--- src/rtl/sdram_seq_pkg.sv ---
package sdram_seq_pkg;

    typedef enum logic [2:0] {
        CMD_SELF_REF  = 3'd0,
        CMD_NOP       = 3'd1,
        CMD_PRECHARGE = 3'd2,
        CMD_MODE_SET  = 3'd3,
        CMD_AUTO_REF  = 3'd6,
        CMD_NORMAL    = 3'd7
    } sdram_cmd_e;

    typedef enum logic [3:0] {
        ST_IDLE,
        ST_SETTLE,
        ST_NOP_ISSUE,
        ST_NOP_HOLD,
        ST_PRE_ISSUE,
        ST_PRE_HOLD,
        ST_CBR_ISSUE,
        ST_CBR_HOLD,
        ST_MRS_ISSUE,
        ST_MRS_HOLD,
        ST_NORM_ISSUE,
        ST_NORM_HOLD,
        ST_PROBE_WR,
        ST_PROBE_RD,
        ST_REF_ON,
        ST_READY
    } seq_state_e;

    localparam logic [2:0] REF_MODE_OFF = 3'd0;
    localparam logic [2:0] REF_MODE_ON  = 3'd1;

endpackage

--- src/rtl/sdram_us_timer.sv ---
module sdram_us_timer #(
    parameter int TW = 8
) (
    input  logic          clk,
    input  logic          rst_n,
    input  logic          load,
    input  logic [TW-1:0] load_val,
    input  logic          tick,
    output logic          expire
);
    logic [TW-1:0] remain;

    always_ff @(posedge clk) begin
        if (!rst_n) begin
            remain <= '0;
        end else if (load) begin
            remain <= load_val;
        end else if (tick && remain != '0) begin
            remain <= remain - 1'b1;
        end
    end

    // Expires on the tick that consumes the last outstanding microsecond.
    assign expire = !load && tick && (remain == TW'(1));
endmodule

--- src/rtl/sdram_burst_count.sv ---
module sdram_burst_count #(
    parameter int CW = 4
) (
    input  logic          clk,
    input  logic          rst_n,
    input  logic          clr,
    input  logic          inc,
    output logic [CW-1:0] count
);
    always_ff @(posedge clk) begin
        if (!rst_n) begin
            count <= '0;
        end else if (clr) begin
            count <= '0;
        end else if (inc) begin
            count <= count + 1'b1;
        end
    end
endmodule

--- src/rtl/sdram_row_scan.sv ---
module sdram_row_scan #(
    parameter int ROWS = 4,
    parameter int BW   = 8,
    parameter int IW   = 2
) (
    input  logic [ROWS*BW-1:0] bounds,
    input  logic [IW:0]        scan_from,
    input  logic [IW-1:0]      cur_idx,
    output logic               found,
    output logic [IW-1:0]      found_idx,
    output logic [BW-1:0]      cur_base
);
    logic [ROWS-1:0] populated;
    logic [BW-1:0]   lower [ROWS];

    for (genvar g = 0; g < ROWS; g++) begin : g_row
        if (g == 0) begin : g_first
            assign lower[g] = '0;
        end else begin : g_rest
            assign lower[g] = bounds[(g-1)*BW +: BW];
        end
        assign populated[g] = bounds[g*BW +: BW] > lower[g];
    end

    // Lowest populated row at or above scan_from.
    always_comb begin
        found     = 1'b0;
        found_idx = '0;
        for (int i = ROWS - 1; i >= 0; i--) begin
            if (populated[i] && (i >= int'(scan_from))) begin
                found     = 1'b1;
                found_idx = IW'(i);
            end
        end
    end

    assign cur_base = lower[cur_idx];
endmodule

--- src/rtl/sdram_pwrup_seq.sv ---
module sdram_pwrup_seq
    import sdram_seq_pkg::*;
#(
    parameter int          ROWS          = 4,
    parameter int          BW            = 8,
    parameter int          AW            = 13,
    parameter int          DW            = 32,
    parameter int          SETTLE_US     = 200,
    parameter int          NOP_US        = 200,
    parameter int          PRE_US        = 1,
    parameter int          CBR_US        = 1,
    parameter int          MRS_US        = 2,
    parameter int          NORM_US       = 1,
    parameter int          CBR_COUNT     = 8,
    parameter logic [AW-1:0] MRS_VALUE   = 13'h1D0,
    parameter logic [DW-1:0] PROBE_PATTERN = 32'h55AA55AA
) (
    input  logic               clk,
    input  logic               rst_n,
    input  logic               start,
    input  logic               tick_us,
    input  logic [ROWS*BW-1:0] row_bound,
    output logic [2:0]         cmd_code,
    output logic               cmd_strobe,
    output logic [ROWS-1:0]    row_sel,
    output logic [BW-1:0]      row_base,
    output logic [AW-1:0]      mrs_addr,
    output logic               probe_wr,
    output logic               probe_rd,
    output logic [DW-1:0]      probe_data,
    output logic [2:0]         refresh_mode,
    output logic               init_done
);
    localparam int MAX_A    = (SETTLE_US > NOP_US) ? SETTLE_US : NOP_US;
    localparam int MAX_B    = (PRE_US > CBR_US) ? PRE_US : CBR_US;
    localparam int MAX_C    = (MRS_US > NORM_US) ? MRS_US : NORM_US;
    localparam int MAX_AB   = (MAX_A > MAX_B) ? MAX_A : MAX_B;
    localparam int MAX_WAIT = (MAX_AB > MAX_C) ? MAX_AB : MAX_C;
    localparam int TW       = $clog2(MAX_WAIT + 1);
    localparam int CW       = $clog2(CBR_COUNT + 1);
    localparam int IW       = (ROWS > 1) ? $clog2(ROWS) : 1;

    seq_state_e      state, state_nx;
    logic [IW-1:0]   cur_row;
    logic            t_load, t_expire;
    logic [TW-1:0]   t_val;
    logic [CW-1:0]   cbr_issued;
    logic            cbr_all;
    logic [IW:0]     scan_from;
    logic            scan_found;
    logic [IW-1:0]   scan_idx;
    logic [BW-1:0]   base_of_cur;
    logic            in_row;
    logic            accept;

    assign accept  = start && (state == ST_IDLE || state == ST_READY);
    assign cbr_all = (cbr_issued == CW'(CBR_COUNT));

    assign scan_from = (state == ST_PROBE_RD) ? ({1'b0, cur_row} + 1'b1) : '0;

    sdram_row_scan #(.ROWS(ROWS), .BW(BW), .IW(IW)) u_scan (
        .bounds    (row_bound),
        .scan_from (scan_from),
        .cur_idx   (cur_row),
        .found     (scan_found),
        .found_idx (scan_idx),
        .cur_base  (base_of_cur)
    );

    // Wait length loaded at each issue point.
    always_comb begin
        t_load = 1'b0;
        t_val  = '0;
        unique case (state)
            ST_IDLE, ST_READY: begin
                t_load = start;
                t_val  = TW'(SETTLE_US);
            end
            ST_NOP_ISSUE:  begin t_load = 1'b1; t_val = TW'(NOP_US);  end
            ST_PRE_ISSUE:  begin t_load = 1'b1; t_val = TW'(PRE_US);  end
            ST_CBR_ISSUE:  begin t_load = 1'b1; t_val = TW'(CBR_US);  end
            ST_MRS_ISSUE:  begin t_load = 1'b1; t_val = TW'(MRS_US);  end
            ST_NORM_ISSUE: begin t_load = 1'b1; t_val = TW'(NORM_US); end
            default: ;
        endcase
    end

    sdram_us_timer #(.TW(TW)) u_timer (
        .clk      (clk),
        .rst_n    (rst_n),
        .load     (t_load),
        .load_val (t_val),
        .tick     (tick_us),
        .expire   (t_expire)
    );

    sdram_burst_count #(.CW(CW)) u_cbr (
        .clk   (clk),
        .rst_n (rst_n),
        .clr   (state == ST_PRE_ISSUE),
        .inc   (state == ST_CBR_ISSUE),
        .count (cbr_issued)
    );

    // Next-state logic.
    always_comb begin
        state_nx = state;
        unique case (state)
            ST_IDLE, ST_READY: if (accept) state_nx = ST_SETTLE;
            ST_SETTLE:
                if (t_expire) state_nx = scan_found ? ST_NOP_ISSUE : ST_REF_ON;
            ST_NOP_ISSUE:  state_nx = ST_NOP_HOLD;
            ST_NOP_HOLD:   if (t_expire) state_nx = ST_PRE_ISSUE;
            ST_PRE_ISSUE:  state_nx = ST_PRE_HOLD;
            ST_PRE_HOLD:   if (t_expire) state_nx = ST_CBR_ISSUE;
            ST_CBR_ISSUE:  state_nx = ST_CBR_HOLD;
            ST_CBR_HOLD:
                if (t_expire) state_nx = cbr_all ? ST_MRS_ISSUE : ST_CBR_ISSUE;
            ST_MRS_ISSUE:  state_nx = ST_MRS_HOLD;
            ST_MRS_HOLD:   if (t_expire) state_nx = ST_NORM_ISSUE;
            ST_NORM_ISSUE: state_nx = ST_NORM_HOLD;
            ST_NORM_HOLD:  if (t_expire) state_nx = ST_PROBE_WR;
            ST_PROBE_WR:   state_nx = ST_PROBE_RD;
            ST_PROBE_RD:   state_nx = scan_found ? ST_NOP_ISSUE : ST_REF_ON;
            ST_REF_ON:     state_nx = ST_READY;
            default:       state_nx = ST_IDLE;
        endcase
    end

    // State register.
    always_ff @(posedge clk) begin
        if (!rst_n) begin
            state <= ST_IDLE;
        end else begin
            state <= state_nx;
        end
    end

    // Row pointer follows the scanner whenever a new row is entered.
    always_ff @(posedge clk) begin
        if (!rst_n) begin
            cur_row <= '0;
        end else if (state_nx == ST_NOP_ISSUE && state != ST_NOP_ISSUE) begin
            cur_row <= scan_idx;
        end
    end

    // Outputs, decoded from the state.
    always_comb begin
        in_row       = 1'b0;
        cmd_code     = CMD_NOP;
        cmd_strobe   = 1'b0;
        mrs_addr     = '0;
        probe_wr     = 1'b0;
        probe_rd     = 1'b0;
        probe_data   = '0;
        refresh_mode = REF_MODE_OFF;
        init_done    = 1'b0;
        unique case (state)
            ST_IDLE, ST_SETTLE: ;
            ST_NOP_ISSUE, ST_NOP_HOLD: begin
                in_row     = 1'b1;
                cmd_code   = CMD_NOP;
                cmd_strobe = (state == ST_NOP_ISSUE);
            end
            ST_PRE_ISSUE, ST_PRE_HOLD: begin
                in_row     = 1'b1;
                cmd_code   = CMD_PRECHARGE;
                cmd_strobe = (state == ST_PRE_ISSUE);
            end
            ST_CBR_ISSUE, ST_CBR_HOLD: begin
                in_row     = 1'b1;
                cmd_code   = CMD_AUTO_REF;
                cmd_strobe = (state == ST_CBR_ISSUE);
            end
            ST_MRS_ISSUE, ST_MRS_HOLD: begin
                in_row     = 1'b1;
                cmd_code   = CMD_MODE_SET;
                cmd_strobe = (state == ST_MRS_ISSUE);
                mrs_addr   = MRS_VALUE;
            end
            ST_NORM_ISSUE, ST_NORM_HOLD: begin
                in_row     = 1'b1;
                cmd_code   = CMD_NORMAL;
                cmd_strobe = (state == ST_NORM_ISSUE);
            end
            ST_PROBE_WR: begin
                in_row     = 1'b1;
                cmd_code   = CMD_NORMAL;
                probe_wr   = 1'b1;
                probe_data = PROBE_PATTERN;
            end
            ST_PROBE_RD: begin
                in_row     = 1'b1;
                cmd_code   = CMD_NORMAL;
                probe_rd   = 1'b1;
            end
            ST_REF_ON: begin
                cmd_code     = CMD_NORMAL;
                refresh_mode = REF_MODE_ON;
            end
            ST_READY: begin
                cmd_code     = CMD_NORMAL;
                refresh_mode = REF_MODE_ON;
                init_done    = 1'b1;
            end
            default: ;
        endcase
    end

    assign row_sel  = in_row ? (ROWS'(1) << cur_row) : '0;
    assign row_base = in_row ? base_of_cur : '0;
endmodule

--- config.mk ---
export PLATFORM = sky130hd
export DESIGN_NAME = sdram_pwrup_seq
export DESIGN_NICKNAME = d
export VERILOG_FILES = /design/src/rtl/sdram_seq_pkg.sv /design/src/rtl/sdram_us_timer.sv /design/src/rtl/sdram_burst_count.sv /design/src/rtl/sdram_row_scan.sv /design/src/rtl/sdram_pwrup_seq.sv
export SDC_FILE = /design/constraint.sdc
export NUM_CORES = 1
export LEC_CHECK = 0
export BUFFER_PORTS_ARGS = -buffer_cell sky130_fd_sc_hd__buf_4
export CAP_MARGIN = 0
export CORE_MARGIN = 5
export CORE_UTILIZATION = 45
export CTS_CLUSTER_DIAMETER = 200
export DETAILED_ROUTE_END_ITERATION = 16
export GPL_TIMING_DRIVEN = 0
export PLACE_DENSITY = 0.86
export SLEW_MARGIN = 30
export SYNTH_ARGS = -nofsm -noshare
export SYNTH_HDL_FRONTEND = slang
export SYNTH_SLANG_ARGS = --single-unit
--- constraint.sdc ---
create_clock -name clk -period 4.3 [get_ports clk]
set_input_delay 0 -clock clk [delete_from_list [all_inputs] [get_ports clk]]
set_output_delay 0 -clock clk [all_outputs]
set_load 0.02 [all_outputs]
; ---- Word level (Yosys, flattened, before mapping)
; Index checks and enable logic that the tools add are counted.
; W data, S select, Z words.
[op_classes]
n_lt_le_gt_ge = 9
n_reduce_logical = 27
muxes = 37
n_addsub = 3
eq_ne = 19
bitwise_logic = 2
shift = 1
[op_table]
columns = cell, n
row1 = $pmux W4 S15, 1
row2 = $mux W4, 10
row3 = $mux W8, 5
row4 = $eq A4 B4 Y1 const B, 9
row5 = $mux W31, 1
row6 = $gt A8 B8 Y1, 3
row7 = $pmux W8 S3, 1
row8 = $bmux W8 S2, 1
row9 = $eq A4 B3 Y1 const B, 4
row10 = $reduce_or A2 Y1, 8
row11 = $eq A4 B2 Y1 const B, 3
row12 = $pmux W3 S4, 1
row13 = $reduce_or A12 Y1, 1
row14 = $logic_and A1 B1 Y1, 9
row15 = $mux W1, 9
row16 = $mux W9, 1
row17 = $eq A8 B1 Y1 const B, 1
row18 = $gt A8 B1 Y1 const B, 1
row19 = $mux W2, 4
row20 = $reduce_bool A8 Y1, 1
row21 = $sub A8 B1 Y8 const B, 1
row22 = $ge A1 B3 Y1 const A, 2
row23 = $ge A2 B3 Y1 const A, 2
row24 = $reduce_or A3 Y1, 2
row25 = 17 further kinds, 17
[word_totals]
register_bits = 18
out_inout_bits = 67
wordCells = 102

; ---- Longest topological paths before layout
; Gate-level depths: netlist (run 1).
[depth]
word_depth = 13
ltp_mapped = 10
ltp_nobuf = 9

; ---- By module
; From an unflattened synthesis (run 1), not the netlist that was laid out.
[hier_totals]
cells_unflattened = 365
hier_area_um2 = 2728.9
[modules_own_cells]
columns = mod, seq_area_each_um2, instances, area_each_um2, cells_each
row1 = sdram_pwrup_seq, 120.1, 1, 1112.3, 155
row2 = sdram_row_scan, 0.0, 1, 889.6, 123
row3 = sdram_us_timer, 160.2, 1, 545.5, 70
row4 = sdram_burst_count, 80.1, 1, 181.4, 17

; ---- Worst setup path after synthesis (run 1)
; No wires, ideal clock.
[synth_path]
kind = reg-to-reg
from = register state[2]
to = register cur_row[0]
arrival_ns = 2.284
slack_ns = 1.944
setup_ns = 0.072
required_ns = 4.228
stages_incl_launch_ff = 11
path_cell_list = dfxtp_1 > inv_1 > ha_1 > buf_4 > and2b_2 > o311a_1 > o21ai_1 > o211ai_1 > a31o_1 > nor4_4 > mux2i_1
[synth_between]
elab_chain_cells = 13
word_cells_on_any_way = 53
cone_classes = order compare: 4 / eq/ne: 17 / mux: 19 / reduce/logical: 13
[synth_lines]
columns = item, line
row1 = start: declaration, sdram_pwrup_seq.sv:43  ; seq_state_e state, state_nx;
row2 = start signal: assignment, sdram_pwrup_seq.sv:135  ; state <= state_nx;
row3 = $eq A4 B4 Y1, "sdram_pwrup_seq.sv:59, sdram_pwrup_seq.sv:108"
row4 = $mux W3, sdram_pwrup_seq.sv:59  ; assign scan_from = (state == ST_PROBE_RD) ? ({1'b0, cur_row} + 1'b1) : '0;
row5 = $ge A2 B3 Y1, sdram_row_scan.sv:30  ; if (populated[i] && (i >= int'(scan_from))) begin
row6 = $logic_and A1 B1 Y1, sdram_row_scan.sv:30
row7 = $mux W1 (4 in series), sdram_row_scan.sv:30
row8 = $mux W4, "sdram_pwrup_seq.sv:111, sdram_pwrup_seq.sv:124"
row9 = $mux W4, sdram_pwrup_seq.sv:111  ; if (t_expire) state_nx = scan_found ? ST_NOP_ISSUE : ST_REF_ON;
row10 = $pmux W4 S15, sdram_pwrup_seq.sv:108  ; unique case (state)
row11 = $eq A4 B2 Y1, sdram_pwrup_seq.sv:143  ; end else if (state_nx == ST_NOP_ISSUE && state != ST_NOP_ISSUE) begin
row12 = $logic_and A1 B1 Y1, sdram_pwrup_seq.sv:143
row13 = end signal: assignment, sdram_pwrup_seq.sv:144  ; cur_row <= scan_idx;
row14 = end: declaration, sdram_pwrup_seq.sv:44  ; logic [IW-1:0] cur_row;
; Parallel ways exist; a longest one is shown, timed or not.
; A chain may end at the register's enable or synchronous reset.

; ---- Final worst setup path (run 1)
; Same ends and word-level chain as after synthesis.

==> results of run 1 <==
final timing paths:
path | start | endpoint | slack (ns) | cells after the start
hold reg to reg | u_cbr.count[1] | u_cbr.count[1] | 0.50 | 2
hold / removal | rst_n | u_cbr.count[0] | 0.09 | 3
setup / recovery | state[2] | cur_row[0] | 1.65 | 10
setup reg to reg | state[2] | cur_row[0] | 1.65 | 10
cell usage after synthesis, types with 4 or more instances:
master    count  area share, %
mux2i_1      11            3.9
and2_1        5            1.1
nand3_1       4           0.71
nor3_1        5           0.89
buf_6         4            1.6
ha_1         37             16
a211oi_1      4            1.1
buf_4        48             13
inv_1        42            5.6
nand2_1      21            2.8
o21ai_0      12            2.1
nand4_1       5            1.1
dfxtp_1      18             13
a22oi_1       5            1.3
a31oi_1       4           0.89
o211ai_1      6            1.6
nor2b_1       8            1.8
a21oi_1      31            5.5
nor2_1       45            6.0
state kept, by name (all words and copies together) (netlist names):
| register | count |
|---|---|
| cur_row | 2 |
| state | 4 |
| u_cbr.count | 4 |
| u_timer.remain | 8 |
critical path: stages (launching register included):
cell and delay, ns:
dfxtp_1 0.48, inv_1 0.11, ha_1 0.25, buf_4 0.18, and2b_2 0.22, o311a_1 0.32, o21ai_1 0.07, o211ai_1 0.13
a31o_1 0.24, nor4_4 0.34, mux2i_1 0.22
metal layers:
layer | track usage [%] | vias to the layer above
met1 | 23.5 | 1328
met3 | 3.50 | 15
met5 | 0 | -
li1 | - | 1460
met2 | 34.2 | 122
met4 | 4.06 | 0
where the power goes:
part	leakage [nW]	total, mW	internal (mW)	switching (mW)
Clock	0.0288	0.140	0.0814	0.0590
Sequential	0.147	0.216	0.189	0.0274
Combinational	1.62	0.360	0.158	0.203
Total	1.80	0.717	0.428	0.289
kinds of logic (layout without fill, tap and decap cells):
group,count (synthesis),after routing,share of synthesized area (%)
AOI/OAI and AO/OA,90,90,21.0
xor gates and xnor gates,3,3,0.933
adders and majority gates,37,37,16.4
buffers and inverters,101,180,21.4
DFF,18,18,12.8
muxes,12,12,4.31
other,1,27,0.133
and+or+nand+nor,120,120,23.0
metrics by stage:
| step | setup slack [ns] | hold slack, ns |
|---|---|---|
| 6_report | 1.65 | 0.0935 |
| 5_1_grt | 1.43 | 0.118 |
| 4_1_cts | 1.65 | 0.101 |
| 3_5_place_dp | 1.66 | 0.365 |
| 3_3_place_gp | 1.70 | 0.352 |
| 2_1_floorplan | 1.94 | 0.203 |
area by class of cell:
class / count / area [sq um]
tap: 75 / 93.8
sequential: 18 / 360
fill: 555 / 2360
buffer: 58 / 440
inverter: 43 / 161
timing repair buffer: 75 / 563
multi-input combinational: 289 / 1960
clock buffer: 4 / 55.1
==> results.sh, run 1 <==
export IMPL_status="finished, final reports clean"
export IMPL_post_route_min_period_ns=2.65
export IMPL_core_sq_mm=0.00599
export IMPL_syn_to_final_growth_pct=28.8
export IMPL_drcViolationCount=0
export IMPL_final_cell_mix="buf_4, nor2_1, inv_1"
export IMPL_clockBufferDepth=2
export IMPL_finalNonFillerCells=562
export IMPL_drv_slew=0
export IMPL_drv_cap=0
export IMPL_ant_nets=0
export IMPL_worstSetupPathType="reg2reg"
export IMPL_fin_crit_sh_pct=61.7
export IMPL_synth_edf_count=0
export IMPL_slew_headroom_pct=57.0
export IMPL_synthArstFlopShare_pct=0
export IMPL_htreeDepth=1
export IMPL_numCtsBuffers=3
export IMPL_grt_overflow_total=0
export IMPL_rows=28
export IMPL_rsz0062_at_grt="false"
export IMPL_synth_cell_type_count=62
export IMPL_finalSetupViolations=0
export IMPL_dr_total_vias=2925
export IMPL_dieArea_sq_mm=0.00794
export IMPL_drt_pass1_iterations=5
export IMPL_worstPathMaxFanout=10
export IMPL_cts_hold_buf=0
export IMPL_insertedDiodeCount=0
export IMPL_p_total_mw=0.717
export IMPL_clkSinkCount=18
export IMPL_grt_pass1_wl_um=12600
export IMPL_grt_max_degree=18
export IMPL_irDropWorstVdd_mv=0.215
export IMPL_synth_cell_area_sq_mm=0.00282
export IMPL_place_congestion=0.899
export IMPL_hold_class="in2reg"
export IMPL_clkLatencyLatePin_ns=0.26
export IMPL_fin_nets=561
export IMPL_dp_cells=558
export IMPL_ys_ff_latch=18
export IMPL_finClkSkew_ns=0.00577
export IMPL_finish_instance_area_sq_mm=0.00363
export IMPL_synth_warnings=0
export IMPL_ys_seq_area_share_pct=12.8
export IMPL_die_h_um=89.1
export IMPL_synth_main_ff_cell="dfxtp_1"
export IMPL_drive_gt1_share_pct=31.4
export IMPL_grt_pass1_vias=2926
export IMPL_layout_commonest_cell="buf_4"
export IMPL_cts_resized=0
export IMPL_syn_instance_count=382
export IMPL_drt_total_wl_um=7570
export IMPL_leakagePower_nw=1.80
export IMPL_wl_met2_um=3800
export IMPL_final_util_pct=60.6
export IMPL_drtIter0Drc=101
export IMPL_worstMarginPinSlew_ns=0.644
export IMPL_cp_end_kind="register"
export IMPL_wl_met1_um=3120
export IMPL_setup_tns_ns=0
export IMPL_antenna_found_initial=0
export IMPL_cts_tree="built"
export IMPL_avgSynthCellArea_sq_um=7.38
export IMPL_track_usage_pct=19.0
export IMPL_cts_root_buf="clkbuf_8"
export IMPL_hpwl_um=6330
export IMPL_post_cts_buffers=0
export IMPL_start_util_pct=47.0
export IMPL_io_buffers=75
export IMPL_wl_met3_um=545
export IMPL_boundaryPins=103
export IMPL_hold_viol=0
export IMPL_worst_ep_arrival_time_ns=2.84
export IMPL_pwr_density_cell_mw_per_mm2=197
export IMPL_max_freq_ghz=0.377
export IMPL_viasPerCell=5.20
export IMPL_start_kind="register"
export IMPL_crit_required_ns=4.48
export IMPL_dpl_cell_area_sq_mm=0.00357
export IMPL_top_layer_used="met4"
export IMPL_wire_per_inst_um=13.5
export IMPL_path_clk_slew_ns=0.07
export IMPL_die_w_um=89.1
Note: power is estimated with default switching activity, not from simulation.
==> run 2, diff against run 1 <==
==> constraint.sdc (replaced) <==
create_clock -name clk -period 2.6 [get_ports clk]
set_input_delay 0 -clock clk [delete_from_list [all_inputs] [get_ports clk]]
set_output_delay 0 -clock clk [all_outputs]
set_load 0.02 [all_outputs]
==> run 2 against run 1 <==
Wire length is 2.0% higher. Cell count is 0.71% higher. Critical path type unchanged. Critical endpoint unchanged. Sequential cell count stayed put. Register-to-register slack worse by 1.5 ns. Sequential power is 64% higher. Power is 66% higher. Setup slack worse by 1.5 ns. Cell area is 2.3% higher. Global-route usage hardly changed. Clock power is 66% higher. First-iteration DRC count is 53% higher. Via count is 0.55% higher.
==> results.sh, run 2 (synthesis results as in run 1) <==
export IMPL_fin_crit_sh_pct=95.6
export IMPL_max_freq_ghz=0.402
export IMPL_dp_cells=558
export IMPL_antenna_found_initial=0
export IMPL_layout_commonest_cell="buf_4"
export IMPL_cts_hold_buf=0
export IMPL_boundaryPins=103
export IMPL_setup_tns_ns=0
export IMPL_clkSinkCount=18
export IMPL_worstSetupPathType="reg2reg"
export IMPL_pwr_density_cell_mw_per_mm2=321
export IMPL_irDropWorstVdd_mv=0.355
export IMPL_drt_total_wl_um=7720
export IMPL_finalNonFillerCells=566
export IMPL_worstMarginPinSlew_ns=0.644
export IMPL_rr_startpoint="state[2]"
export IMPL_insertedDiodeCount=0
export IMPL_dieArea_sq_mm=0.00794
export IMPL_post_route_min_period_ns=2.49
export IMPL_p_total_mw=1.19
export IMPL_seqPwrFrac_pct=29.8
export IMPL_combPwrFrac_pct=50.8
export IMPL_drtIter0Drc=155
export IMPL_io_buffers=75
export IMPL_p_clk_share_pct=19.4
export IMPL_cts_root_buf="clkbuf_8"
export IMPL_drv_cap=0
export IMPL_path_clk_slew_ns=0.07
export IMPL_finalSetupViolations=0
export IMPL_fin_nets=565
export IMPL_drv_slew=0
export IMPL_finish_instance_area_sq_mm=0.00371
export IMPL_wire_per_inst_um=13.6
export IMPL_leakagePower_nw=1.82
export IMPL_grt_pass1_vias=2924
export IMPL_slew_headroom_pct=57.1
export IMPL_grt_pass1_wl_um=12600
export IMPL_status="finished, final reports clean"
export IMPL_largest_reg_flops=8
export IMPL_start_kind="register"
export IMPL_rsz0062_at_grt="false"
export IMPL_die_w_um=89.1
export IMPL_nFillCells=545
export IMPL_crit_required_ns=2.78
export IMPL_core_sq_mm=0.00599
export IMPL_cts_tree="built"
export IMPL_htreeDepth=1
export IMPL_dpl_cell_area_sq_mm=0.00357
export IMPL_drt_pass1_iterations=5
export IMPL_switching_power_mw=0.482
export IMPL_grt_overflow_total=0
export IMPL_clkLatencyLatePin_ns=0.26
export IMPL_intPower_mw=0.711
export IMPL_ant_nets=0
export IMPL_hold_class="in2reg"
export IMPL_top_register="u_timer.remain"
export IMPL_final_cell_mix="buf_4, nor2_1, inv_1"
export IMPL_drive_gt1_share_pct=34.6
export IMPL_numCtsBuffers=3
export IMPL_die_h_um=89.1
export IMPL_clockBufferDepth=2
export IMPL_start_util_pct=47.0
export IMPL_critPathLaunch="state[2]"
export IMPL_syn_to_final_growth_pct=31.8
export IMPL_worstPathMaxFanout=10
export IMPL_largestRegisters="u_timer.remain x8, state x4, u_cbr.count x4"
export IMPL_grt_max_degree=18
export IMPL_worst_ep_arrival_time_ns=2.67
export IMPL_worstHoldStart="rst_n"
export IMPL_rows=28
export IMPL_cp_end_kind="register"
export IMPL_switching_share_pct=40.4
export IMPL_place_congestion=0.899
export IMPL_finClkSkew_ns=0.00816
export IMPL_final_util_pct=62.0
export IMPL_dr_total_vias=2941
export IMPL_hpwl_um=6330
export IMPL_track_usage_pct=19.0
export IMPL_viasPerCell=5.20
export IMPL_drcViolationCount=0
export IMPL_hold_viol=0
## run 2: worst paths after layout
path                                       end  slack (ns)  depth (start not counted)
worst min register to register  u_cbr.count[1]        0.50                          2
worst max register to register      cur_row[0]        0.11                          9
worst min-delay path            u_cbr.count[2]         0.1                          3
worst max-delay path                cur_row[0]        0.11                          9
## run 2: per-layer routing
metal	vias to the layer above	share of wire (%)	global-route usage, %	routed length (um)
li1	1471	-	-	-
met1	1344	42	23.6	3240
met2	115	51	34.2	3950
met3	11	6.0	3.50	464
met4	0	0.87	4.06	67
met5	-	0	0	0
## run 2: critical path, cell delays in order, from the launching register on
cell and delay (ns):
dfxtp_4 0.38, ha_1 0.22, buf_4 0.18, nand3b_1 0.24, a2bb2oi_2 0.15, o31a_2 0.17, a22oi_2 0.10, a311o_2 0.43
nor4_4 0.32, mux2i_1 0.22
## run 2: power groups by stage
stage | Combinational, mW | Sequential [mW] | Clock, mW
3_5_place_dp | 0.583 | 0.360 | 0
6_report | 0.606 | 0.355 | 0.232
2_1_floorplan | 0.434 | 0.352 | 0
4_1_cts | 0.586 | 0.355 | 0.233
5_1_grt | 0.668 | 0.359 | 0.253
3_3_place_gp | 0.562 | 0.358 | 0
## run 2: stage by stage
step                      worst slack (ns)  hold WS [ns]
after floorplan                      0.244         0.203
after global placement            -0.00317         0.352
after detailed placement           -0.0375         0.365
after CTS                          0.00985         0.101
after global routing                0.0129         0.118
final                                0.113        0.0966
## run 2: final cells by class
class                   instances  area [sq um]  share of cell area (%)
multi-input cells             289          2000                    53.8
repair buffers                 79           593                    16.0
plain buffers                  58           443                    11.9
flip-flops and latches         18           367                    9.87
inverters                      43           165                    4.45
well taps                      75          93.8                    2.53
clock buffers                   4          55.1                    1.48
## run 2: timing repair
action | 4_1_cts | 5_1_grt
pin swaps | 0 | 6
endpoints found under the setup margin | 2 | 4
buffers inserted | 0 | 4
gates resized for setup | 1 | 16
==> run 3, diff against run 2 <==
--- a/config.mk
+++ b/config.mk
@@ -8,11 +8,11 @@
 export BUFFER_PORTS_ARGS = -buffer_cell sky130_fd_sc_hd__buf_4
 export CAP_MARGIN = 0
 export CORE_MARGIN = 5
-export CORE_UTILIZATION = 45
+export CORE_UTILIZATION = 51
 export CTS_CLUSTER_DIAMETER = 200
 export DETAILED_ROUTE_END_ITERATION = 16
 export GPL_TIMING_DRIVEN = 0
-export PLACE_DENSITY = 0.86
+export PLACE_DENSITY = 0.94
 export SLEW_MARGIN = 30
 export SYNTH_ARGS = -nofsm -noshare
 export SYNTH_HDL_FRONTEND = slang
==> run 3 against run 2 <==
Register-to-register slack about the same. Sequential power about the same. Fmax decreased by 0.50%. Cell area decreased by 1.5%. Combinational power decreased by 1%. Critical path depth increased by 1. First-iteration DRC count increased by 30%. Critical path type unchanged. Largest cell class unchanged.
==> results.sh, run 3 (synthesis results as in run 1) <==
export IMPL_status="finished, final reports clean"
export IMPL_drtIter0Drc=202
export IMPL_clockBufferDepth=2
export IMPL_rows=27
export IMPL_numCtsBuffers=3
export IMPL_drv_cap=0
export IMPL_rr_endpoint="cur_row[1]"
export IMPL_crit_buf_inv=2
export IMPL_die_h_um=84.3
export IMPL_drcViolationCount=0
export IMPL_hold_viol=0
export IMPL_drt_total_wl_um=7700
export IMPL_drt_pass1_iterations=6
export IMPL_layout_commonest_cell="buf_4"
export IMPL_cts_resized=2
export IMPL_boundaryPins=103
export IMPL_cts_tree="built"
export IMPL_crit_required_ns=2.80
export IMPL_hpwl_um=6330
export IMPL_path_clk_slew_ns=0.07
export IMPL_clkSinkCount=18
export IMPL_drv_slew=0
export IMPL_crit_chain="inv_1 -> ha_1 -> buf_4 -> a211oi_4 -> o211ai_1 -> o21ai_1 -> o211ai_1 -> a31o_1 -> nor4_4 -> mux2i_1"
export IMPL_leakagePower_nw=1.81
export IMPL_finalNonFillerCells=559
export IMPL_irDropWorstVdd_mv=0.301
export IMPL_io_buffers=75
export IMPL_crit_slowest_cell="dfxtp_2"
export IMPL_hold_class="in2reg"
export IMPL_largestRegisters="u_timer.remain x8, state x4, u_cbr.count x4"
export IMPL_antenna_found_initial=0
export IMPL_start_util_pct=51.8
export IMPL_track_usage_pct=20.3
export IMPL_worstPathMaxFanout=10
export IMPL_cts_hold_buf=0
export IMPL_worstHoldStart="rst_n"
export IMPL_start_kind="register"
export IMPL_dieArea_sq_mm=0.00711
export IMPL_ant_nets=0
export IMPL_grt_pass1_vias=2927
export IMPL_cp_end_kind="register"
export IMPL_post_route_min_period_ns=2.50
export IMPL_finalSetupViolations=0
export IMPL_largest_reg_flops=8
export IMPL_viasPerCell=5.47
export IMPL_fin_nets=561
export IMPL_critPathMaxStageDelay_ns=0.37
export IMPL_ff2ff_setup_slack_ns=0.10
export IMPL_max_freq_ghz=0.400
export IMPL_dr_total_vias=3058
export IMPL_register_area_sq_um=365
export IMPL_nFillCells=430
export IMPL_grt_overflow_total=0
export IMPL_post_cts_buffers=0
export IMPL_grt_pass1_wl_um=12500
export IMPL_die_w_um=84.3
export IMPL_syn_to_final_growth_pct=29.8
export IMPL_finClkSkew_ns=0.00102
export IMPL_htreeDepth=1
export IMPL_dp_cells=555
export IMPL_drive_gt1_share_pct=32.6
export IMPL_insertedDiodeCount=0
export IMPL_fin_crit_sh_pct=96.1
export IMPL_p_total_mw=1.19
export IMPL_final_cell_mix="buf_4, nor2_1, inv_1"
export IMPL_worstSetupPathType="reg2reg"
export IMPL_top_register="u_timer.remain"
export IMPL_wire_per_inst_um=13.8
export IMPL_worst_ep_arrival_time_ns=2.70
export IMPL_cp_depth=10
export IMPL_place_congestion=0.911
export IMPL_pwr_density_cell_mw_per_mm2=326
export IMPL_holdPathStages=3
export IMPL_core_sq_mm=0.00544
export IMPL_slew_headroom_pct=59.8
export IMPL_crit_end="cur_row[1]"
export IMPL_timing_critical_path_max_delay_family="compound AO/OA/AOI/OAI gates"
export IMPL_grt_max_degree=18
export IMPL_critPathLaunch="state[3]"
export IMPL_worstMarginPinSlew_ns=0.603
export IMPL_clkLatencyLatePin_ns=0.26
export IMPL_rr_startpoint="state[3]"
export IMPL_worstRegToRegCells=10
export IMPL_multi_input_area_sq_mm=0.00198
export IMPL_cts_root_buf="clkbuf_8"
export IMPL_crit_path_frequent_cell="o211ai_1"
run 3: cell types whose count changed in the layout (fill, tap and decap cells not counted), moves of 2 or more:
cell     delta
buf_4       -5
a22oi_1     +2
a22oi_2     -2
inv_1       +2
inv_2       -2
run 3: layout make-up:
| cell class | count | share of cell area (%) |
|---|---|---|
| clock buffer | 4 | 1.51 |
| tap | 72 | 2.46 |
| buffer | 58 | 12.0 |
| sequential | 18 | 9.99 |
| inverter | 43 | 4.48 |
| multi-input combinational | 289 | 54.1 |
| timing repair buffer | 75 | 15.4 |
run 3: per-stage QoR:
step	TNS, ns	hold slack [ns]	utilization, %	instance area, sq um	setup slack [ns]
2_1_floorplan	0	0.203	-	2920	0.244
3_3_place_gp	0	0.358	65.6	3570	0.0294
3_5_place_dp	0	0.368	65.6	3570	0.00105
4_1_cts	0	0.0915	66.7	3630	0.0420
5_1_grt	-0.00565	0.108	67.2	3660	-0.00565
6_report	0	0.0832	67.2	3660	0.101
run 3: worst min-delay path by stage:
stage	slack (ns)	to
global placement	0.36	state[1]
finish	0.08	u_cbr.count[0]
CTS	0.09	u_cbr.count[0]
floorplan	0.20	row_base[0]
detailed placement	0.37	row_base[4]
global route	0.11	state[1]
run 3: layer usage:
| metal | part of all wire, % | track usage, % | vias up |
|---|---|---|---|
| met2 | 51 | 38.2 | 169 |
| met3 | 8.0 | 3.83 | 24 |
| met5 | 0 | 0 | - |
| met1 | 38 | 22.3 | 1401 |
| met4 | 2.6 | 7.91 | 0 |
| li1 | - | - | 1464 |
run 3: power by group:
part / switching (mW) / internal, mW / total, mW / leakage (nW)
registers: 0.0444 / 0.311 / 0.355 / 0.148
clock network: 0.105 / 0.135 / 0.241 / 0.0288
logic: 0.336 / 0.262 / 0.597 / 1.63
total: 0.485 / 0.708 / 1.19 / 1.81
run 3: worst min-delay path: cells and delay by family:
family	cells	cell delay, ns
buffers and inverters	2	0.19
AND/OR/NAND/NOR	1	0.12
